## src/rtl/rps_pkg.sv

```systemverilog
package rps_pkg;
    typedef enum logic [1:0] {
        ST_IDLE     = 2'd0,
        ST_RECORD   = 2'd1,
        ST_PLAYBACK = 2'd2,
        ST_WRAPUP   = 2'd3
    } seq_state_t;
endpackage

```

## src/rtl/rps_fsm.sv

```systemverilog
module rps_fsm
    import rps_pkg::*;
(
    input  logic       clk,
    input  logic       rst_n,
    input  logic       start_btn,
    input  logic       rec_done,
    input  logic       play_done,
    output seq_state_t state
);
    seq_state_t state_nx;

    always_ff @(posedge clk) begin
        if (!rst_n) state <= ST_IDLE;
        else        state <= state_nx;
    end

    always_comb begin
        state_nx = state;
        unique case (state)
            ST_IDLE:     if (start_btn) state_nx = ST_RECORD;
            ST_RECORD:   if (rec_done)  state_nx = ST_PLAYBACK;
            ST_PLAYBACK: if (play_done) state_nx = ST_WRAPUP;
            ST_WRAPUP:                  state_nx = ST_IDLE;
            default:                    state_nx = ST_IDLE;
        endcase
    end
endmodule

```

## src/rtl/rps_level_bar.sv

```systemverilog
module rps_level_bar #(
    parameter int TOTAL = 240000,
    parameter int LED_N = 16,
    parameter int CNT_W = $clog2(TOTAL + 1)
) (
    input  logic [CNT_W-1:0] count,
    output logic [LED_N-1:0] bar
);
    localparam int PROD_W = CNT_W + $clog2(LED_N) + 1;

    logic [PROD_W-1:0] prod;
    logic [PROD_W-1:0] level;

    always_comb begin
        prod  = PROD_W'(count) * PROD_W'(LED_N);
        level = prod / PROD_W'(TOTAL);
    end

    for (genvar k = 0; k < LED_N; k++) begin : g_seg
        assign bar[LED_N-1-k] = (level > PROD_W'(k));
    end
endmodule

```

## src/rtl/rec_play_seq.sv

```systemverilog
module rec_play_seq
    import rps_pkg::*;
#(
    parameter int SAMPLE_W    = 16,
    parameter int ADDR_W      = 18,
    parameter int NUM_SAMPLES = 240000
) (
    input  logic                clk,
    input  logic                rst_n,
    input  logic                start_btn,
    input  logic                in_valid,
    input  logic [SAMPLE_W-1:0] in_data,
    input  logic                tick,
    output logic                mem_req,
    output logic                mem_we,
    output logic [ADDR_W-1:0]   mem_addr,
    output logic [SAMPLE_W-1:0] mem_wdata,
    input  logic                mem_ack,
    input  logic [SAMPLE_W-1:0] mem_rdata,
    output logic                out_valid,
    output logic [SAMPLE_W-1:0] out_data,
    output logic [15:0]         led_bar,
    output logic                overrun_flag
);
    localparam int LED_N = 16;
    localparam int CNT_W = $clog2(NUM_SAMPLES + 1);
    localparam logic [CNT_W-1:0] LAST_IDX = CNT_W'(NUM_SAMPLES - 1);
    localparam logic [CNT_W-1:0] TOTAL_C  = CNT_W'(NUM_SAMPLES);

    seq_state_t state;

    logic [CNT_W-1:0]    wr_cnt;
    logic [CNT_W-1:0]    rd_idx;
    logic [CNT_W-1:0]    play_cnt;
    logic [SAMPLE_W-1:0] rbuf;
    logic                rfull;
    logic [CNT_W-1:0]    bar_cnt;
    logic                start_ok;
    logic                rec_done;
    logic                play_done;

    assign start_ok  = start_btn && (state == ST_IDLE);
    assign rec_done  = (state == ST_RECORD) && mem_req && mem_ack && (wr_cnt == LAST_IDX);
    assign play_done = (state == ST_PLAYBACK) && tick && rfull && (play_cnt == LAST_IDX);

    rps_fsm u_fsm (
        .clk       (clk),
        .rst_n     (rst_n),
        .start_btn (start_ok),
        .rec_done  (rec_done),
        .play_done (play_done),
        .state     (state)
    );

    always_comb begin
        unique case (state)
            ST_RECORD:   bar_cnt = wr_cnt;
            ST_PLAYBACK: bar_cnt = TOTAL_C - play_cnt;
            default:     bar_cnt = '0;
        endcase
    end

    rps_level_bar #(
        .TOTAL (NUM_SAMPLES),
        .LED_N (LED_N),
        .CNT_W (CNT_W)
    ) u_bar (
        .count (bar_cnt),
        .bar   (led_bar)
    );

    always_ff @(posedge clk) begin
        if (!rst_n) begin
            mem_req      <= 1'b0;
            mem_we       <= 1'b0;
            mem_addr     <= '0;
            mem_wdata    <= '0;
            wr_cnt       <= '0;
            rd_idx       <= '0;
            play_cnt     <= '0;
            rbuf         <= '0;
            rfull        <= 1'b0;
            out_valid    <= 1'b0;
            out_data     <= '0;
            overrun_flag <= 1'b0;
        end else begin
            out_valid <= 1'b0;
            unique case (state)
                ST_IDLE: begin
                    if (start_ok) begin
                        overrun_flag <= 1'b0;
                        wr_cnt       <= '0;
                        rd_idx       <= '0;
                        play_cnt     <= '0;
                        rfull        <= 1'b0;
                    end
                end
                ST_RECORD: begin
                    if (mem_req && mem_ack) begin
                        mem_req <= 1'b0;
                        wr_cnt  <= wr_cnt + 1'b1;
                    end
                    if (in_valid) begin
                        if (mem_req) begin
                            overrun_flag <= 1'b1;
                        end else begin
                            mem_req   <= 1'b1;
                            mem_we    <= 1'b1;
                            mem_addr  <= ADDR_W'(wr_cnt);
                            mem_wdata <= in_data;
                        end
                    end
                end
                ST_PLAYBACK: begin
                    if (mem_req && mem_ack) begin
                        mem_req <= 1'b0;
                        rbuf    <= mem_rdata;
                        rfull   <= 1'b1;
                        rd_idx  <= rd_idx + 1'b1;
                    end else if (!mem_req && !rfull && (rd_idx < TOTAL_C)) begin
                        mem_req  <= 1'b1;
                        mem_we   <= 1'b0;
                        mem_addr <= ADDR_W'(rd_idx);
                    end
                    if (tick) begin
                        out_valid <= 1'b1;
                        if (rfull) begin
                            out_data <= rbuf;
                            rfull    <= 1'b0;
                            play_cnt <= play_cnt + 1'b1;
                        end
                    end
                end
                ST_WRAPUP: begin
                    mem_req <= 1'b0;
                end
                default: ;
            endcase
        end
    end
endmodule

```

## config.mk

```make
export PLATFORM = sky130hd
export DESIGN_NAME = rec_play_seq
export DESIGN_NICKNAME = d
export VERILOG_FILES = /design/src/rtl/rps_pkg.sv /design/src/rtl/rps_fsm.sv /design/src/rtl/rps_level_bar.sv /design/src/rtl/rec_play_seq.sv
export SDC_FILE = /design/constraint.sdc
export NUM_CORES = 1
export LEC_CHECK = 0
export CORE_MARGIN = 10
export CORE_UTILIZATION = 55
export CTS_CLUSTER_DIAMETER = 100
export DETAILED_ROUTE_END_ITERATION = 12
export PLACE_DENSITY_LB_ADDON = 0.3
export SLEW_MARGIN = 20
export SYNTH_ARGS = -nofsm -noshare
export SYNTH_HDL_FRONTEND = slang
export SYNTH_SLANG_ARGS = --single-unit
```

## constraint.sdc

```tcl
create_clock -name clk -period 21.8 [get_ports clk]
set_input_delay 4.36 -clock clk [delete_from_list [all_inputs] [get_ports clk]]
set_output_delay 4.36 -clock clk [all_outputs]
set_load 0.005 [all_outputs]
```

==> Word level (Yosys, flattened, before mapping) <==
Cells that the tools add are included.
{ "word_totals": {"ff_bits": 127, "inputBits": 38, "out_inout_bits": 70, "word_cells": 121} }
{ "op_classes": {"add_sub_neg": 4, "n_div": 1, "order_cmp": 17, "eq_ne": 18, "mux": 38, "bitwise": 1, "reduce_logical": 29} }
{ "ops": {"columns": ["operator", "count"], "rows": [
  ["$gt A23 B4 Y1 const B", 8],
  ["$pmux W18 S2", 5],
  ["$mux W18", 9],
  ["$gt A23 B3 Y1 const B", 4],
  ["$add A18 B1 Y18 const B", 3],
  ["$gt A23 B1 Y1 const B", 2],
  ["$gt A23 B2 Y1 const B", 2],
  ["$eq A18 B18 Y1 const B", 2],
  ["$div A22 B18 Y23 const B", 1],
  ["$lt A18 B18 Y1 const B", 1],
  ["$ne A2 B2 Y1 const B", 9],
  ["$sub A18 B18 Y18 const A", 1],
  ["$mux W1", 16],
  ["$reduce_and A3 Y1", 5],
  ["$logic_and A1 B1 Y1", 10],
  ["$pmux W2 S4", 1],
  ["$reduce_and A2 Y1", 4],
  ["$reduce_and A4 Y1", 2],
  ["$mux W2", 3],
  ["$ne A2 B1 Y1 const B", 3],
  ["$pmux W1 S2", 3],
  ["$reduce_bool A2 Y1", 3],
  ["$reduce_and A5 Y1", 1],
  ["$eq A2 B2 Y1 const B", 2],
  ["other kinds (7)", 8]
]} }

==> Logic depth before layout (Yosys ltp) <==
{ "depth": {"depth_word": 6, "mapped_depth": 29} }

==> Modules after synthesis <==
Synthesis repeated with hierarchy kept, for this count alone.
{ "unflattened": {"hier_cells": 1109, "area_unflattened_um2": 8484.4} }
{ "by_module_without_submodules": {"columns": ["mod", "instances", "cells_per_inst", "area_each_um2", "seq_area_each_um2"], "rows": [
  ["rec_play_seq", 1, 763, 6169.7, 2502.4],
  ["rps_level_bar", 1, 328, 2159.6, 0.0],
  ["rps_fsm", 1, 18, 155.1, 40.0]
]} }

==> Worst setup path before layout <==
Ideal clock, no wire load.
{ "synth_timing": {"kind": "reg2out", "startpoint": "register u_fsm.state[1]", "endpoint": "output port led_bar[1]", "arrival_ns": 6.004, "required_time_ns": 17.440, "path_slack_ns": 11.436, "path_stages_with_launch": 26, "path_cell_list": "dfxtp_1 > inv_1 > ha_1 > clkbuf_1 > nand2_1 > nor4_2 > a221o_2 > a2111oi_4 > o221a_2 > buf_6 > or3_1 > and2_1 > nor3_1 > o21ai_0 > a2111oi_4 > or2_1 > buf_4 > mux2_1 > a32oi_1 > o311a_1 > a211oi_1 > o41a_1 > a31o_1 > or4_4 > a31oi_4 > o21ai_1"} }
{ "synth_via": {"elab_chain_cells": 4, "word_cells_on_any_way": 5, "classes_between": "1 x div; 1 x order compare; 2 x eq/ne; 1 x mux"} }
{ "synth_rtl": {"columns": ["item", "line_no", "rtl"], "rows": [
  ["start: declaration", "rps_fsm.sv:9", "output seq_state_t state"],
  ["start signal: assignment", "rps_fsm.sv:15", "else state <= state_nx;"],
  ["$eq A2 B2 Y1 or $eq A2 B1 Y1 (tied branches)", "rec_play_seq.sv:56", "unique case (state)"],
  ["$pmux W18 S2 (*)", "rec_play_seq.sv:56", null],
  ["$div A22 B18 Y23 (*)", "rps_level_bar.sv:16", "level = prod / PROD_W'(TOTAL);"],
  ["$gt A23 B4 Y1 (*)", "rps_level_bar.sv:20", "assign bar[LED_N-1-k] = (level > PROD_W'(k));"],
  ["end: declaration", "rec_play_seq.sv:22", "output logic [15:0] led_bar,"]
]} }
Mark *: on every way between the ends. The rest lies on a longest branch, timed or not.

==> Final worst setup path <==
{ "layout_timing": {"startpoint": "register u_fsm.state[1]", "endpoint": "output port led_bar[11]"} }
{ "layout_via": {"elab_chain_cells": 4, "word_cells_on_any_way": 5, "classes_between": "1 x div; 1 x order compare; 2 x eq/ne; 1 x mux"} }
{ "layout_rtl": {"columns": ["item", "line_no"], "rows": [
  ["$eq A2 B2 Y1 or $eq A2 B1 Y1 (tied branches)", "rec_play_seq.sv:56"],
  ["$pmux W18 S2 (*)", "rec_play_seq.sv:56"],
  ["$div A22 B18 Y23 (*)", "rps_level_bar.sv:16"],
  ["$gt A23 B3 Y1 (*)", "rps_level_bar.sv:20"]
]} }
Marked as above.

==> insert_results.sql <==
INSERT INTO impl_metrics (metric_group, metric, value, unit) VALUES
('timing', 'timing.max_slew.rel_slack', '27.4', '%'),
('power', 'design_power_total', '0.882', 'mW'),
('critical_path', 'critical_path.n_buffers_inverters', '3', ''),
('synth', 'synth_instances', '1056', ''),
('route', 'total_length_of_routed_wires', '24.0', 'mm'),
('clock_tree', 'post-cts-setup-buffer-count', '0', ''),
('placed_design', 'postPlaceCellArea', '9270', 'µm²'),
('route', 'route.vias.total', '8142', ''),
('timing', 'post-route-period-util', '57.7', '%'),
('die', 'chipWidth', '142', 'µm'),
('timing', 'timing_hold_violations_final', '0', ''),
('critical_path', 'critical_path_class', 'reg2out', ''),
('critical_path', 'critPathSlowestCell', 'sky130_fd_sc_hd__ha_1', ''),
('die', 'initial_utilization', '56.4', '%'),
('route', 'routed_via_density', '6.19', ''),
('route', 'first_iter_violations', '775', ''),
('clock_tree', 'cts.hold.buffers_added', '0', ''),
('synth', 'synth_sequential_area_ratio', '30.9', '%'),
('placed_design', 'dpl.hpwl', '17.3', 'mm'),
('power', 'vdd_ir_drop_max', '0.0000729', 'V'),
('final_layout', 'antenna_cells_inserted', '0', ''),
('synth', 'dominantRegCellSynth', 'sky130_fd_sc_hd__dfxtp_1', ''),
('timing', 'drv_slew', '0', ''),
('route', 'route.antenna.remaining_nets', '0', ''),
('clock_tree', 'cts_root_buffer', 'sky130_fd_sc_hd__clkbuf_16', ''),
('global_route', 'pin_count_of_the_biggest_net_entering_global_routing', '59', ''),
('final_layout', 'design.final.nets', '1167', ''),
('die', 'die_area', '20200', 'µm²'),
('die', 'core_area', '14600', 'µm²'),
('synth', 'yosys.area.top_type_share', '30.9', '%'),
('clock_tree', 'cts_resized', '0', ''),
('synth', 'ys_async_sr_fraction', '0', '%'),
('power', 'power.static_leakage', '3.61', 'nW'),
('timing', 'max_clock_freq', '0.0795', 'GHz'),
('placed_design', 'gp_weighted_congestion', '0.974', ''),
('timing', 'final.setup_skew', '8.57', 'ps'),
('synth', 'synth_largest_area_cell', 'sky130_fd_sc_hd__dfxtp_1', ''),
('critical_path', 'worstPathCellList', 'inv_1, ha_1, inv_1, nor2_1, a32oi_1, o311ai_1, nand3_1, nor3_2, or3_4, o21ai_4, a311oi_4, o21ai_2, nor2_1, mux2i_1, xnor2_1, o41ai_4, o2111ai_2, a22oi_1, o211ai_1, nor4_2, o21ai_0, a31oi_1, clkdlybuf4s50_1', ''),
('synth', 'synth_nets', '1103', ''),
('timing', 'timing.hold.ws', '452', 'ps'),
('timing', 'layout_min_cycle_time', '12580', 'ps'),
('clock_tree', 'tritoncts', 'built', ''),
('timing', 'timing.setup.tns', '0', 'ps'),
('global_route', 'gr-total-overflow', '0', ''),
('final_layout', 'postLayoutCoreUtil', '67.7', '%'),
('critical_path', 'end_kind', 'output port', ''),
('run_status', 'result_of_the_run', 'complete, no violations', ''),
('clock_tree', 'cts_buffer_depth', '2', ''),
('critical_path', 'worst_path_required_time', '17440', 'ps'),
('clock_tree', 'cts_inserted_buffers', '17', ''),
('clock_tree', 'clock_sink_count', '127', ''),
('final_layout', 'fin_cells', '1316', ''),
('clock_tree', 'clock_insertion_delay_worst_skew', '410', 'ps'),
('route', 'post_drt_wl_per_cell', '18.2', 'µm'),
('timing', 'final-setup-viol-count', '0', ''),
('die', 'io-pin-count', '108', ''),
('clock_tree', 'cts.reportedPaths.clkPinSlew', '50', 'ps'),
('global_route', 'antenna_found_initial', '0', ''),
('critical_path', 'critical_path.max_fanout', '20', ''),
('die', 'floorplan.rows', '44', ''),
('placed_design', 'dp_cells', '1285', ''),
('synth', 'netlist_top_cells_count', 'sky130_fd_sc_hd__nand2_1, sky130_fd_sc_hd__dfxtp_1, sky130_fd_sc_hd__nor2_1, sky130_fd_sc_hd__a21oi_1, sky130_fd_sc_hd__clkbuf_1', ''),
('synth', 'most_used_standard_cell_by_instance_count_after_synthesis', 'sky130_fd_sc_hd__nand2_1', ''),
('global_route', 'grt_usage', '23.0', '%'),
('global_route', 'wire_length_of_the_first_global_routing_pass', '39.0', 'mm'),
('synth', 'yosysWarnings', '0', ''),
('clock_tree', 'cts-htree-levels', '4', ''),
('timing', 'rsz0062_at_grt', 'false', ''),
('critical_path', 'critPathTopFamily', 'compound AO/OA/AOI/OAI gates', ''),
('critical_path', 'critical_path_arrival', '8220', 'ps'),
('run', 'cap_violations', '0', '');
[worst paths after layout]
check	from	endpoint	cells after the start	slack (ps)
worst max register to register	u_fsm.state[0]	rd_idx[13]	11	17960
worst min-delay path	mem_wdata[14]	mem_wdata[14]	2	450
worst max-delay path	u_fsm.state[1]	led_bar[11]	23	9220
worst min register to register	mem_wdata[14]	mem_wdata[14]	2	450
[where the power goes]
part	total [mW]	leakage (nW)	internal, mW	switching (mW)
clock network	0.287	0.282	0.183	0.104
logic	0.322	2.30	0.131	0.191
registers	0.273	1.03	0.257	0.0160
total	0.882	3.61	0.571	0.311
[worst min-delay path: stages, from the launching register on]
cell	delay, ps
sky130_fd_sc_hd__dfxtp_1	300
sky130_fd_sc_hd__nand2_1	50
sky130_fd_sc_hd__a21oi_1	50
[cells by family (layout without fill, tap and decap cells)]
| logic type | after synthesis | after routing | share of synthesized area (%) |
|---|---|---|---|
| buf+inv | 87 | 163 | 4.55 |
| simple gates | 471 | 471 | 27.6 |
| flops | 127 | 127 | 30.9 |
| fa+ha+maj | 10 | 10 | 1.49 |
| mux | 30 | 30 | 3.71 |
| xor+xnor | 60 | 60 | 6.39 |
| compound gates | 271 | 271 | 25.4 |
[layout by cell type (no fill, tap or decap), types with 6 or more instances in the layout]
| cell type | instances |
|---|---|
| sky130_fd_sc_hd__a211oi_1 | 10 |
| sky130_fd_sc_hd__or3_1 | 9 |
| sky130_fd_sc_hd__mux2i_1 | 26 |
| sky130_fd_sc_hd__nand4_1 | 16 |
| sky130_fd_sc_hd__o22ai_1 | 6 |
| sky130_fd_sc_hd__xnor2_1 | 24 |
| sky130_fd_sc_hd__dfxtp_1 | 127 |
| sky130_fd_sc_hd__a21oi_1 | 53 |
| sky130_fd_sc_hd__o211ai_1 | 8 |
| sky130_fd_sc_hd__and3_1 | 13 |
| sky130_fd_sc_hd__a21boi_0 | 35 |
| sky130_fd_sc_hd__nand2_1 | 192 |
| sky130_fd_sc_hd__a22oi_1 | 6 |
| sky130_fd_sc_hd__nor2_1 | 100 |
| sky130_fd_sc_hd__o21a_1 | 7 |
| sky130_fd_sc_hd__a31oi_1 | 9 |
| sky130_fd_sc_hd__nand2b_1 | 8 |
| sky130_fd_sc_hd__o211a_1 | 19 |
| sky130_fd_sc_hd__and2_1 | 18 |
| sky130_fd_sc_hd__ha_1 | 8 |
| sky130_fd_sc_hd__xor2_1 | 36 |
| sky130_fd_sc_hd__nor3_1 | 17 |
| sky130_fd_sc_hd__a211o_1 | 8 |
| sky130_fd_sc_hd__or2_2 | 9 |
| sky130_fd_sc_hd__clkdlybuf4s50_1 | 106 |
| sky130_fd_sc_hd__inv_1 | 21 |
| sky130_fd_sc_hd__o21ai_1 | 9 |
| sky130_fd_sc_hd__nand3_1 | 42 |
| sky130_fd_sc_hd__clkbuf_16 | 17 |
| sky130_fd_sc_hd__o21ai_0 | 29 |
[state kept, by name, indices dropped and copies added, names as in the netlist]
| register | count |
|---|---|
| wr_cnt | 18 |
| mem_req | 1 |
| rbuf | 16 |
| u_fsm.state | 2 |
| mem_wdata | 16 |
| out_valid | 1 |
| mem_addr | 18 |
| rfull | 1 |
| rd_idx | 18 |
| mem_we | 1 |
| play_cnt | 18 |
| out_data | 16 |
| overrun_flag | 1 |
[routing by layer]
layer  global-route usage (%)  up-vias  share of wire [%]
met4                     7.72        0                2.4
met1                     27.3     3833                 40
met5                        0        -                  0
li1                         -     3913                  -
met2                     38.2      349                 48
met3                     7.74       47                9.0
[area by class of cell]
type / instances / area, µm²
clock buffers: 19 / 443
clock inverters: 12 / 160
fillers: 1158 / 4720
inverters: 22 / 82.6
multi-input cells: 842 / 5320
flip-flops and latches: 127 / 2540
well taps: 184 / 230
repair buffers: 110 / 1090
Note: power is estimated with default switching activity, not from simulation.
